File: src/rtl/irq_fanin_pkg.sv
package irq_fanin_pkg;

    localparam int OFF_W = 16;

    typedef enum logic [2:0] {
        SEL_NONE,
        SEL_STATUS,
        SEL_SWSET,
        SEL_CLEAR,
        SEL_MSTAT,
        SEL_MSET,
        SEL_MCLR
    } reg_sel_e;

    typedef struct packed {
        logic sw_set;
        logic clear;
        logic mask_set;
        logic mask_clr;
    } wr_strobe_t;

    // Map a byte offset to a register for the chosen variant.
    function automatic reg_sel_e decode_offset(input bit latched, input logic [OFF_W-1:0] off);
        reg_sel_e s;
        s = SEL_NONE;
        if (latched) begin
            case (off)
                16'h0000: s = SEL_STATUS;
                16'h0004: s = SEL_SWSET;
                16'h0008: s = SEL_CLEAR;
                16'h000C: s = SEL_MSTAT;
                16'h0010: s = SEL_MSET;
                16'h0014: s = SEL_MCLR;
                default:  s = SEL_NONE;
            endcase
        end else begin
            case (off)
                16'h0000: s = SEL_STATUS;
                16'h0004: s = SEL_MSTAT;
                16'h0008: s = SEL_MSET;
                16'h000C: s = SEL_MCLR;
                default:  s = SEL_NONE;
            endcase
        end
        return s;
    endfunction

endpackage

File: src/rtl/irq_fanin_decode.sv
module irq_fanin_decode
    import irq_fanin_pkg::*;
#(
    parameter int ADDR_W  = 8,
    parameter int LATCHED = 1
) (
    input  logic [ADDR_W-1:0] addr,
    input  logic              we,
    output reg_sel_e          sel,
    output wr_strobe_t        wr
);

    logic [OFF_W-1:0] off_ext;

    assign off_ext = OFF_W'(addr);

    always_comb begin
        sel         = decode_offset(LATCHED != 0, off_ext);
        wr.sw_set   = we && (sel == SEL_SWSET);
        wr.clear    = we && (sel == SEL_CLEAR);
        wr.mask_set = we && (sel == SEL_MSET);
        wr.mask_clr = we && (sel == SEL_MCLR);
    end

endmodule

File: src/rtl/irq_fanin_status.sv
module irq_fanin_status
    import irq_fanin_pkg::*;
#(
    parameter int N           = 32,
    parameter int SYNC_STAGES = 2,
    parameter int LATCHED     = 1
) (
    input  logic         clk,
    input  logic         rst,
    input  logic [N-1:0] src,
    input  wr_strobe_t   wr,
    input  logic [N-1:0] wdata,
    output logic [N-1:0] status
);

    localparam int LAST = SYNC_STAGES - 1;

    logic [N-1:0] sync_q [SYNC_STAGES];
    logic [N-1:0] live;

    always_ff @(posedge clk) begin
        if (rst) begin
            for (int i = 0; i < SYNC_STAGES; i++) sync_q[i] <= '0;
        end else begin
            sync_q[0] <= src;
            for (int i = 1; i < SYNC_STAGES; i++) sync_q[i] <= sync_q[i-1];
        end
    end

    assign live = sync_q[LAST];

    generate
        if (LATCHED != 0) begin : g_latched
            logic [N-1:0] prev_q;
            logic [N-1:0] sticky_q;
            logic [N-1:0] rise;
            logic [N-1:0] clr_bits;
            logic [N-1:0] set_bits;

            assign rise     = live & ~prev_q;
            assign clr_bits = wr.clear  ? wdata : '0;
            assign set_bits = wr.sw_set ? wdata : '0;

            always_ff @(posedge clk) begin
                if (rst) begin
                    prev_q   <= '0;
                    sticky_q <= '0;
                end else begin
                    prev_q   <= live;
                    // new edges and software sets take priority over clear
                    sticky_q <= (sticky_q & ~clr_bits) | rise | set_bits;
                end
            end

            assign status = sticky_q;
        end else begin : g_level
            logic unused_wr;
            assign unused_wr = ^{wr, wdata};
            assign status    = live;
        end
    endgenerate

endmodule

File: src/rtl/irq_fanin_mask.sv
module irq_fanin_mask
    import irq_fanin_pkg::*;
#(
    parameter int N = 32
) (
    input  logic         clk,
    input  logic         rst,
    input  wr_strobe_t   wr,
    input  logic [N-1:0] wdata,
    output logic [N-1:0] mask
);

    logic [N-1:0] dis_bits;
    logic [N-1:0] en_bits;

    assign dis_bits = wr.mask_set ? wdata : '0;
    assign en_bits  = wr.mask_clr ? wdata : '0;

    always_ff @(posedge clk) begin
        if (rst) mask <= '1;
        else     mask <= (mask | dis_bits) & ~en_bits;
    end

endmodule

File: src/rtl/irq_fanin_ctrl.sv
module irq_fanin_ctrl
    import irq_fanin_pkg::*;
#(
    parameter int NUM_LINES   = 32,
    parameter int DATA_W      = 32,
    parameter int ADDR_W      = 8,
    parameter int SYNC_STAGES = 2,
    parameter int LATCHED     = 1
) (
    input  logic                 clk,
    input  logic                 rst,
    input  logic [NUM_LINES-1:0] src_i,
    input  logic [ADDR_W-1:0]    bus_addr,
    input  logic                 bus_we,
    input  logic [DATA_W-1:0]    bus_wdata,
    output logic [DATA_W-1:0]    bus_rdata,
    output logic                 irq_o
);

    reg_sel_e             rd_sel;
    wr_strobe_t           wr;
    logic [NUM_LINES-1:0] wdata_lines;
    logic [NUM_LINES-1:0] status_q;
    logic [NUM_LINES-1:0] mask_q;
    logic                 irq_q;

    assign wdata_lines = bus_wdata[NUM_LINES-1:0];

    irq_fanin_decode #(
        .ADDR_W (ADDR_W),
        .LATCHED(LATCHED)
    ) u_decode (
        .addr(bus_addr),
        .we  (bus_we),
        .sel (rd_sel),
        .wr  (wr)
    );

    irq_fanin_status #(
        .N          (NUM_LINES),
        .SYNC_STAGES(SYNC_STAGES),
        .LATCHED    (LATCHED)
    ) u_status (
        .clk   (clk),
        .rst   (rst),
        .src   (src_i),
        .wr    (wr),
        .wdata (wdata_lines),
        .status(status_q)
    );

    irq_fanin_mask #(
        .N(NUM_LINES)
    ) u_mask (
        .clk  (clk),
        .rst  (rst),
        .wr   (wr),
        .wdata(wdata_lines),
        .mask (mask_q)
    );

    always_comb begin
        case (rd_sel)
            SEL_STATUS: bus_rdata = DATA_W'(status_q);
            SEL_MSTAT:  bus_rdata = DATA_W'(mask_q);
            default:    bus_rdata = '0;
        endcase
    end

    always_ff @(posedge clk) begin
        if (rst) irq_q <= 1'b0;
        else     irq_q <= |(status_q & ~mask_q);
    end

    assign irq_o = irq_q;

endmodule

File: config.mk
export PLATFORM = sky130hd
export DESIGN_NAME = irq_fanin_ctrl
export DESIGN_NICKNAME = d
export VERILOG_FILES = /design/src/rtl/irq_fanin_pkg.sv /design/src/rtl/irq_fanin_decode.sv /design/src/rtl/irq_fanin_status.sv /design/src/rtl/irq_fanin_mask.sv /design/src/rtl/irq_fanin_ctrl.sv
export SDC_FILE = /design/constraint.sdc
export NUM_CORES = 1
export LEC_CHECK = 0
export CELL_PAD_IN_SITES_DETAIL_PLACEMENT = 0
export CELL_PAD_IN_SITES_GLOBAL_PLACEMENT = 1
export CORE_UTILIZATION = 43
export CTS_BUF_LIST = sky130_fd_sc_hd__clkbuf_8 sky130_fd_sc_hd__clkbuf_16
export DETAILED_ROUTE_END_ITERATION = 16
export DONT_BUFFER_PORTS = 1
export PLACE_DENSITY_LB_ADDON = 0.25
export SYNTH_ARGS = -nofsm -noshare
export SYNTH_HDL_FRONTEND = slang
export SYNTH_SLANG_ARGS = --single-unit
File: constraint.sdc
create_clock -name clk -period 1.15 [get_ports clk]
set_clock_uncertainty 0.05 [all_clocks]
set_input_delay 0.115 -clock clk [delete_from_list [all_inputs] [get_ports clk]]
set_output_delay 0.115 -clock clk [all_outputs]
set_load 0.05 [all_outputs]
# ---- After elaboration in Yosys (flattened, before gate mapping)
# Memory sizes are Yosys's and may differ from the RTL's.
# Cells that the tools add are included.
dict set report totals {
  reg_bits 97
  ram_bits 64
  input_bits 75
  output_inout_bits 33
  wordCells 46
  n_memories 1
}
dict set report op_classes {
  n_eq_ne 11
  n_mux 11
  bitwise 13
  n_reduce_logical 6
}
# name words word_bits rd rd_clocked_by_memory_dff wr line_no
set mem_list {}
lappend mem_list {u_status.sync_q 2 32 2 0 2 irq_fanin_status.sv:18} ;# logic [N-1:0] sync_q [SYNC_STAGES];
# cell n
set op_table {}
lappend op_table {{$mux 32} 6}
lappend op_table {{$and 32x32->32} 4}
lappend op_table {{$not 32->32} 4}
lappend op_table {{$or 32x32->32} 3}
lappend op_table {{$pmux 32 s2} 1}
lappend op_table {{$reduce_or 32->1} 1}
lappend op_table {{$pmux 3 s6} 1}
lappend op_table {{$eq 8x4->1 const B} 2}
lappend op_table {{$eq 8x5->1 const B} 2}
lappend op_table {{$logic_not 16->1} 1}
lappend op_table {{$eq 3x3->1 const B} 3}
lappend op_table {{$eq 8x3->1 const B} 1}
lappend op_table {{$eq 3x2->1 const B} 2}
lappend op_table {{$logic_and 1x1->1} 4}
lappend op_table {{$eq 3x1->1 const B} 1}
lappend op_table {{$mux 1} 3}
lappend op_table {{$or 1x1->1} 2}

# ---- Logic depth before layout (Yosys ltp)
# Gate-level depths: netlist (run 1).
dict set report depth {
  word_depth 9
  depth_mapped 6
  ltp_nobuf 4
}

# ---- By module
# A second synthesis (run 1) with hierarchy kept.
dict set report unflattened {
  hier_cells 591
  area_unflattened_um2 6064.6
}
# module instances cells_each area_per_inst_um2 seq_area_each_um2
set by_module_without_submodules {}
lappend by_module_without_submodules {irq_fanin_status 1 372 4124.0 2562.5}
lappend by_module_without_submodules {irq_fanin_mask 1 110 1173.6 640.6}
lappend by_module_without_submodules {irq_fanin_ctrl 1 94 661.9 20.0}
lappend by_module_without_submodules {irq_fanin_decode 1 15 105.1 0.0}

# ---- Worst setup path before layout (run 1)
# OpenSTA, ideal clock, no wires.
dict set report synth_timing {
  kind {input to output}
  startpoint {in bus_addr[4]}
  endpoint {out bus_rdata[10]}
  arrival_time_ns 1.328
  required_ns 0.985
  setup_slack_ns -0.343
  stages 5
  cell_sequence {nor4b_2 > and3_2 > clkbuf_1 > buf_4 > a22o_1}
}
dict set report synth_via {
  elab_chain_cells 4
  word_cells_on_any_way 10
  cone_classes {eq/ne: 7; mux: 2; reduce/logical: 1}
}
# item line_no
set synth_lines {}
lappend synth_lines {{start, declared} irq_fanin_ctrl.sv:13} ;# input logic [ADDR_W-1:0] bus_addr,
lappend synth_lines {{$eq 8x5->1 (tied with other cells)} irq_fanin_pkg.sv:27} ;# case (off)
lappend synth_lines {{$pmux 3 s6 (*)} irq_fanin_pkg.sv:27}
lappend synth_lines {{$eq 3x3->1 / $eq 3x1->1 (equally long branches)} irq_fanin_ctrl.sv:63} ;# case (rd_sel)
lappend synth_lines {{$pmux 32 s2 (*)} irq_fanin_ctrl.sv:63}
lappend synth_lines {{end, declared} irq_fanin_ctrl.sv:16} ;# output logic [DATA_W-1:0] bus_rdata,
# Mark *: on every way between the ends. The rest lies on a longest branch, timed or not.

# ---- Worst setup path after layout (run 1)
dict set report layout_timing {
  startpoint {reg u_status.g_latched.sticky_q[1], in the netlist u_status.status[1]}
  endpoint {out bus_rdata[1]}
}
dict set report layout_via {
  elab_chain_cells 1
}
# item line_no
set layout_lines {}
lappend layout_lines {{start, declared} irq_fanin_status.sv:35} ;# logic [N-1:0] sticky_q;
lappend layout_lines {{start signal, assigned} irq_fanin_status.sv:51} ;# sticky_q <= (sticky_q & ~clr_bits) | rise | set_bits;
lappend layout_lines {{$pmux 32 s2} irq_fanin_ctrl.sv:63}
# Every way passes these cells.

==> results by group, run 1 <==
Final layout
  – Filler cells: 1,108
  – Multi-input gate area: 2800 µm²
  – Nets: 870
  – Sequential Area: 3280 µm²
  – Share of layout cells above drive strength 1: 27.2%
  – Area growth, synth to finish: 46.9%

Routing
  – Detail Route Antenna Nets: 0
  – Vias per cell: 5.01
  – DRC viols: 0
  – Initial DRC count: 254
  – Pre-antenna DRT Iters: 4
  – Routed length per placed instance: 16.0 µm
  – Total wire length: 15,800 µm
  – Vias: 4,942

CTS
  – Clock Sink Count: 161
  – Maximum root-to-sink buffer count: 2
  – Skew-Pair Late Insertion Delay: 0.42 ns
  – Clock root cell: clkbuf_16
  – H-tree Lvls: 4
  – CTS tree: built
  – CTS Buf Count: 17
  – Clk slew on worst S/H paths: 0.06 ns
  – CTS hold repair buffers: 125

Timing
  – Final min period: 1.35 ns
  – Slew @ Worst Pin: 0.340 ns
  – Slew Viols, Final: 0
  – Worst setup margin: -0.198 ns
  – Final worst path period share: 117%
  – Hold_ws: -0.265 ns
  – Unrepaired setup endpoints after global routing: true
  – Slew HR: 77.3%
  – Hold Vio Cnt, Final: 96
  – Setup Viol. Count Final: 33
  – Max Clk Rate: 742 MHz

Place
  – Place WS: -0.211 ns
  – RD Place Congestion: 0.875
  – Post-detail-place hpwl: 9550 µm
  – PortBufs: 0

Power and ir drop
  – LEAKAGE: 3.99 nW
  – PnR Total Power: 12.5 mW
  – P per Cell Area: 1400 nW/µm²
  – Maximum vdd drop: 0.000837 V

Run
  – Max-cap viol count: 0

Die
  – Starting density of the core: 44.9%
  – Die area: 14,500 µm²
  – Rows: 42
  – Die width: 121 µm
  – Ports: 108
  – Core footprint: 13,500 µm²
  – Die height: 121 µm

Global route
  – Largest net degree at the start of global routing: 163
  – Initial antenna violation count: 1
  – Vias in the first global route: 5,172
  – Overall routing resource usage: 22.8%
  – First-pass GRT wire length: 25,000 µm
  – GRT overflow: 0

Setup path
  – Critical path's slowest cell: dfxtp_2
  – Required @ worst endpoint: 0.99 ns
  – Worst Reg-to-Reg Cells: 5
  – Crit. End Element: output port
  – CP Cell Sequence: buf_6 > a22o_4
  – Worst-path fanout max: 2
  – Startpoint types: flop
  – Worst Path Arrival: 1.18 ns
  – WS Path Type: reg2out
  – Largest stage delay, worst path: 0.33 ns

Synthesis
  – Area contributors post-synth: dfxtp_1 (53%), nor2b_1 (13%), a21oi_1 (5.3%)
  – Count leader, synth: dfxtp_1
  – Sequential fraction of the synthesis area: 53.3%
  – Synth cell count leaders: dfxtp_1 (161), nor2b_1 (129), a21oi_1 (64), inv_1 (64)
  – Synth Net Count: 722
  – Flops & latches, synth: 161
  – Post-synth top area share: 53.3%
  – Primary FF master, synth: dfxtp_1
  – Post-synth EDFFs: 0
  – Ys Warns: 0
  – Cells after synthesis: 647
  – Post-synthesis async set-or-reset flop share: 0%
  – Cell taking the most area after synthesis: dfxtp_1
  – Synth Area per Inst: 9.35 µm²
  – Synthesized area: 6050 µm²
  – Netlist cell types: 26

Outcome
  – Failing checks: hold timing, setup timing
  – Status: finished, violations left

Hold path
  – Hold Crit Class: in2reg
  – Hold Path Stages: 1
-- metal layers --
| layer | up-vias | wire length [µm] | GRT usage, % |
|---|---|---|---|
| met4 | 0 | 237 | 9.18 |
| met3 | 19 | 908 | 5.99 |
| li1 | 2423 | - | - |
| met2 | 131 | 7870 | 39.9 |
| met1 | 2369 | 6790 | 26.2 |
| met5 | - | 0 | 0 |
-- worst max-delay path: cells and delay by family, from the launching register on --
family | cells | cell delay (ns)
DFF | 1 | 0.33
AOI/OAI and AO/OA | 1 | 0.31
buffers and inverters | 1 | 0.12
-- cell type report --
class                      count  share of cell area (%)
sequential                   161                    37.0
tap                          176                    2.48
antenna                        2                  0.0563
inverter                      64                    2.70
multi-input combinational    384                    31.5
timing repair buffer         167                    19.3
clock inverter                10                    1.46
clock buffer                  22                    5.56
-- per-stage QoR --
step                hold slack, ns  util, %  instance area, µm²  cells  TNS (ns)
floorplan                    0.193        -                6400    647     -4.19
global placement             0.151     52.1                7010    852    -12.21
detailed placement           0.149     52.1                7010    852    -14.82
CTS                         -0.299     67.2                9040   1013     -6.66
global route                -0.302     66.0                8880    985     -7.15
finish                      -0.265     66.0                8880    986     -6.01
-- cells by family (layout without fill, tap and decap cells) --
kind of cell / count (synthesis) / count (layout) / synth area share, %
and+or+nand+nor: 207 / 207 / 19.8
DFF: 161 / 161 / 53.3
AOI/OAI and AO/OA: 145 / 145 / 14.4
buffers and inverters: 102 / 263 / 7.18
muxes: 32 / 32 / 5.30
other: 0 / 2 / 0
-- state kept, by name, summed over array words and instances, names as in the netlist --
| signal | count |
|---|---|
| u_status.sync_q | 64 |
| u_mask.mask | 32 |
| u_status.g_latched.prev_q | 32 |
| u_status.status | 32 |
| irq_o | 1 |
-- where the power goes --
part	switching, mW	internal, mW	leakage, nW	total, mW
combinational	0.278	0.449	2.36	0.728
sequential	0.0884	5.79	1.33	5.88
clock	2.19	3.68	0.308	5.87
total	2.56	9.92	3.99	12.5
-- placed cells by master (no fill, tap or decap), types with 3 or more instances in the layout --
cell,netlist,routed
mux2i_1,32,32
o21ai_0,32,32
clkbuf_16,0,18
dfxtp_1,161,112
o22ai_1,16,14
clkbuf_8,0,5
a21oi_1,64,64
bufinv_16,0,3
nand2_1,28,15
nor4_2,0,3
inv_1,64,64
nor2b_2,0,6
nor2b_1,129,123
clkinv_2,0,5
dfxtp_2,0,49
buf_6,3,19
buf_4,6,39
nand2_2,5,18
buf_12,0,10
dlygate4sd3_1,0,97
nor2_1,32,32
a22o_4,0,32
-- what timing repair did --
action,CTS,global route
pin swaps,10,21
endpoints found under the setup margin,33,62
gates cloned,1,1
resized for setup,34,56
hold endpoints to repair,161,96
buffers inserted,8,1
-- path summary, 6_finish.rpt --
| kind | slack (ns) | to | from |
|---|---|---|---|
| worst min-delay path | -0.26 | u_status.sync_q[0][63] | rst |
| worst max register to register | -0.04 | irq_o | u_mask.mask[16] |
| worst min register to register | 0.39 | u_status.sync_q[0][44] | u_status.sync_q[0][12] |
| worst max-delay path | -0.20 | bus_rdata[1] | u_status.status[1] |
Note: power is estimated with default switching activity, not from simulation.
==> run 2, diff against run 1 <==
--- a/config.mk
+++ b/config.mk
@@ -7,6 +7,7 @@
 export LEC_CHECK = 0
 export CELL_PAD_IN_SITES_DETAIL_PLACEMENT = 0
 export CELL_PAD_IN_SITES_GLOBAL_PLACEMENT = 1
+export CORE_ASPECT_RATIO = 0.7
 export CORE_UTILIZATION = 43
 export CTS_BUF_LIST = sky130_fd_sc_hd__clkbuf_8 sky130_fd_sc_hd__clkbuf_16
 export DETAILED_ROUTE_END_ITERATION = 16
==> run 2 against run 1 <==
Net effect: the flow still finishes with violations (hold timing, setup timing); sequential share of layout area increased by 0.24 points; count of clock-buffer cells in the layout decreased by 4; via count decreased by 0.81%; register-to-register slack about the same; largest power group unchanged.
==> results by group, run 2 (same netlist as run 1, synthesis figures left out) <==
Routing
  – Vias: 4,902 (was 4,942)
  – Routed length per placed instance: 15.6 µm (was 16.0 µm)
  – Initial DRC count: 179 (was 254)
  – Vias per cell: 4.95 (was 5.01)
  – Total wire length: 15,500 µm (was 15,800 µm)
  – Pre-antenna DRT Iters: 4 (unchanged)
  – DRC viols: 0 (unchanged)
  – Detail Route Antenna Nets: 0 (unchanged)

Die
  – Starting density of the core: 45.0% (was 44.9%)
  – Die width: 144 µm (was 121 µm)
  – Die height: 101 µm (was 121 µm)
  – Ports: 108 (unchanged)
  – Core footprint: 13,400 µm² (was 13,500 µm²)
  – Die area: 14,500 µm² (about the same)
  – Rows: 35 (was 42)

Timing
  – Final min period: 1.37 ns (was 1.35 ns)
  – Slew HR: 74.3% (was 77.3%)
  – Worst setup margin: -0.216 ns (was -0.198 ns)
  – Max Clk Rate: 732 MHz (was 742 MHz)
  – Setup Viol. Count Final: 33 (unchanged)
  – Slew Viols, Final: 0 (unchanged)
  – Unrepaired setup endpoints after global routing: true (unchanged)
  – Hold Vio Cnt, Final: 93 (was 96)
  – Hold_ws: -0.255 ns (was -0.265 ns)
  – Final worst path period share: 119% (was 117%)
  – Setup_tns: -6.39 ns (was -6.01 ns)
  – Slew @ Worst Pin: 0.385 ns (was 0.340 ns)

Setup path
  – Worst Path Arrival: 1.20 ns (was 1.18 ns)
  – Worst-path fanout max: 16 (was 2)
  – CP Launch Point: bus_addr[4] (was u_status.status[1])
  – R2R Path Start: u_status.status[6] (was u_mask.mask[16])
  – CP top delay family: simple AND/OR/NAND/NOR gates (was flip-flops)
  – Setup slack, reg-to-reg: -0.05 ns (was -0.04 ns)
  – Crit. End Element: output port (unchanged)
  – WS Path Type: in2out (was reg2out)
  – Startpoint types: input pin (was flop)
  – Crit path buffers/inverters: 2 (was 1)
  – Crit Reg-Reg Endpoint: irq_o (unchanged)
  – Critical path's slowest cell: nor4_4 (was dfxtp_2)
  – Worst Reg-to-Reg Cells: 4 (was 5)
  – Largest stage delay, worst path: 0.28 ns (was 0.33 ns)
  – CP Cell Sequence: nor4_4 > nand2_1 > nor2_4 > buf_4 > buf_12 > a22o_4 (was buf_6 > a22o_4)
  – Required @ worst endpoint: 0.99 ns (about the same)

Global route
  – Vias in the first global route: 5,143 (was 5,172)
  – GRT overflow: 0 (unchanged)
  – Overall routing resource usage: 23.0% (was 22.8%)
  – First-pass GRT wire length: 25,200 µm (was 25,000 µm)
  – Initial antenna violation count: 3 (was 1)
  – Largest net degree at the start of global routing: 163 (unchanged)

Place
  – Post-detail-place hpwl: 9680 µm (was 9550 µm)
  – PortBufs: 0 (unchanged)
  – Post-Place Cells: 855 (was 852)
  – DP Area: 6990 µm² (was 7010 µm²)
  – RD Place Congestion: 0.814 (was 0.875)

Final layout
  – Share of layout cells above drive strength 1: 24.8% (was 27.2%)
  – Most frequent cells in the layout: dfxtp_1 (131), nor2b_1 (125), dlygate4sd3_1 (98), a21oi_1 (64), inv_1 (60) (was nor2b_1 (123), dfxtp_1 (112), dlygate4sd3_1 (97), a21oi_1 (64), inv_1 (64))
  – Fin cells: 991 (was 986)
  – Final instance area: 8760 µm² (was 8880 µm²)
  – Largest reg by FF count: u_status.sync_q (unchanged)
  – Nets: 866 (was 870)
  – Commonest non-fill, non-tap cell in the layout: dfxtp_1 (was nor2b_1)
  – Largest register FFs: 64 (unchanged)
  – Area growth, synth to finish: 44.9% (was 46.9%)

Hold path
  – Hold Path Stages: 1 (unchanged)
  – Worst Hold Path EP: u_status.sync_q[0][59] (was u_status.sync_q[0][63])
  – Hold Crit Class: in2reg (unchanged)
  – Worst Hold Launch: rst (unchanged)

Power and ir drop
  – LEAKAGE: 3.94 nW (was 3.99 nW)
  – P per Cell Area: 1410 nW/µm² (was 1400 nW/µm²)
  – Maximum vdd drop: 0.00103 V (was 0.000837 V)

CTS
  – Skew-Pair Late Insertion Delay: 0.42 ns (about the same)
  – Clock root cell: clkbuf_16 (unchanged)
  – Clk slew on worst S/H paths: 0.06 ns (about the same)
  – CTS hold repair buffers: 125 (unchanged)
  – CTS Buf Count: 17 (unchanged)
  – Maximum root-to-sink buffer count: 2 (unchanged)
  – Clock Sink Count: 161 (unchanged)
  – CTS tree: built (unchanged)
  – H-tree Lvls: 4 (unchanged)

Outcome
  – Failing checks: hold timing, setup timing (unchanged)
  – Status: finished, violations left (unchanged)

Run
  – Max-cap viol count: 0 (unchanged)
run 2: layer usage:
layer	vias to the layer above	global-route usage [%]	routed length (µm)
li1	2414	-	-
met1	2359	28.2	6960
met2	112	40.5	7490
met3	15	5.30	865
met4	2	6.71	148
met5	-	0	13
run 2: where the power goes:
group	internal, mW	switching (mW)	total (mW)	leakage, nW
logic	0.435	0.278	0.713	2.32
registers	5.78	0.0815	5.86	1.32
clock network	3.33	2.42	5.74	0.299
total	9.54	2.78	12.3	3.94
run 2: area by class of cell:
cell class | count | area, µm²
antenna | 2 | 5.00
clock buffer | 18 | 439
inverter | 64 | 240
timing repair buffer | 163 | 1630
tap | 185 | 231
multi-input combinational | 384 | 2790
sequential | 161 | 3260
clock inverter | 14 | 164
fill | 1050 | 4680
run 2: how the worst max path moves through the flow:
stage,to,cells past startpoint
after floorplan,bus_rdata[10],5
after global placement,bus_rdata[8],5
after detailed placement,bus_rdata[7],5
after CTS,bus_rdata[17],6
after global routing,bus_rdata[9],6
final,bus_rdata[9],6
run 2: worst register-to-register path: stages, from the launching register on:
cell and delay (ns):
dfxtp_1 0.31, inv_1 0.06, o22ai_1 0.12, nor4_1 0.39, a41oi_2 0.15
run 2: through the flow:
step | worst slack, ns | power, mW | util (%)
finish | -0.216 | 12.3 | 65.2
global route | -0.290 | 12.8 | 65.2
CTS | -0.231 | 12.4 | 66.7
detailed placement | -0.256 | 6.41 | 52.0
global placement | -0.232 | 6.39 | 52.0
floorplan | -0.0787 | 6.32 | -
run 2: timing repair:
item | CTS | global route
pin swaps | 7 | 19
setup endpoints to repair | 33 | 60
setup buffers | 4 | 0
resized for setup | 29 | 24
hold endpoints to repair | 161 | 95
cloned | 1 | 0
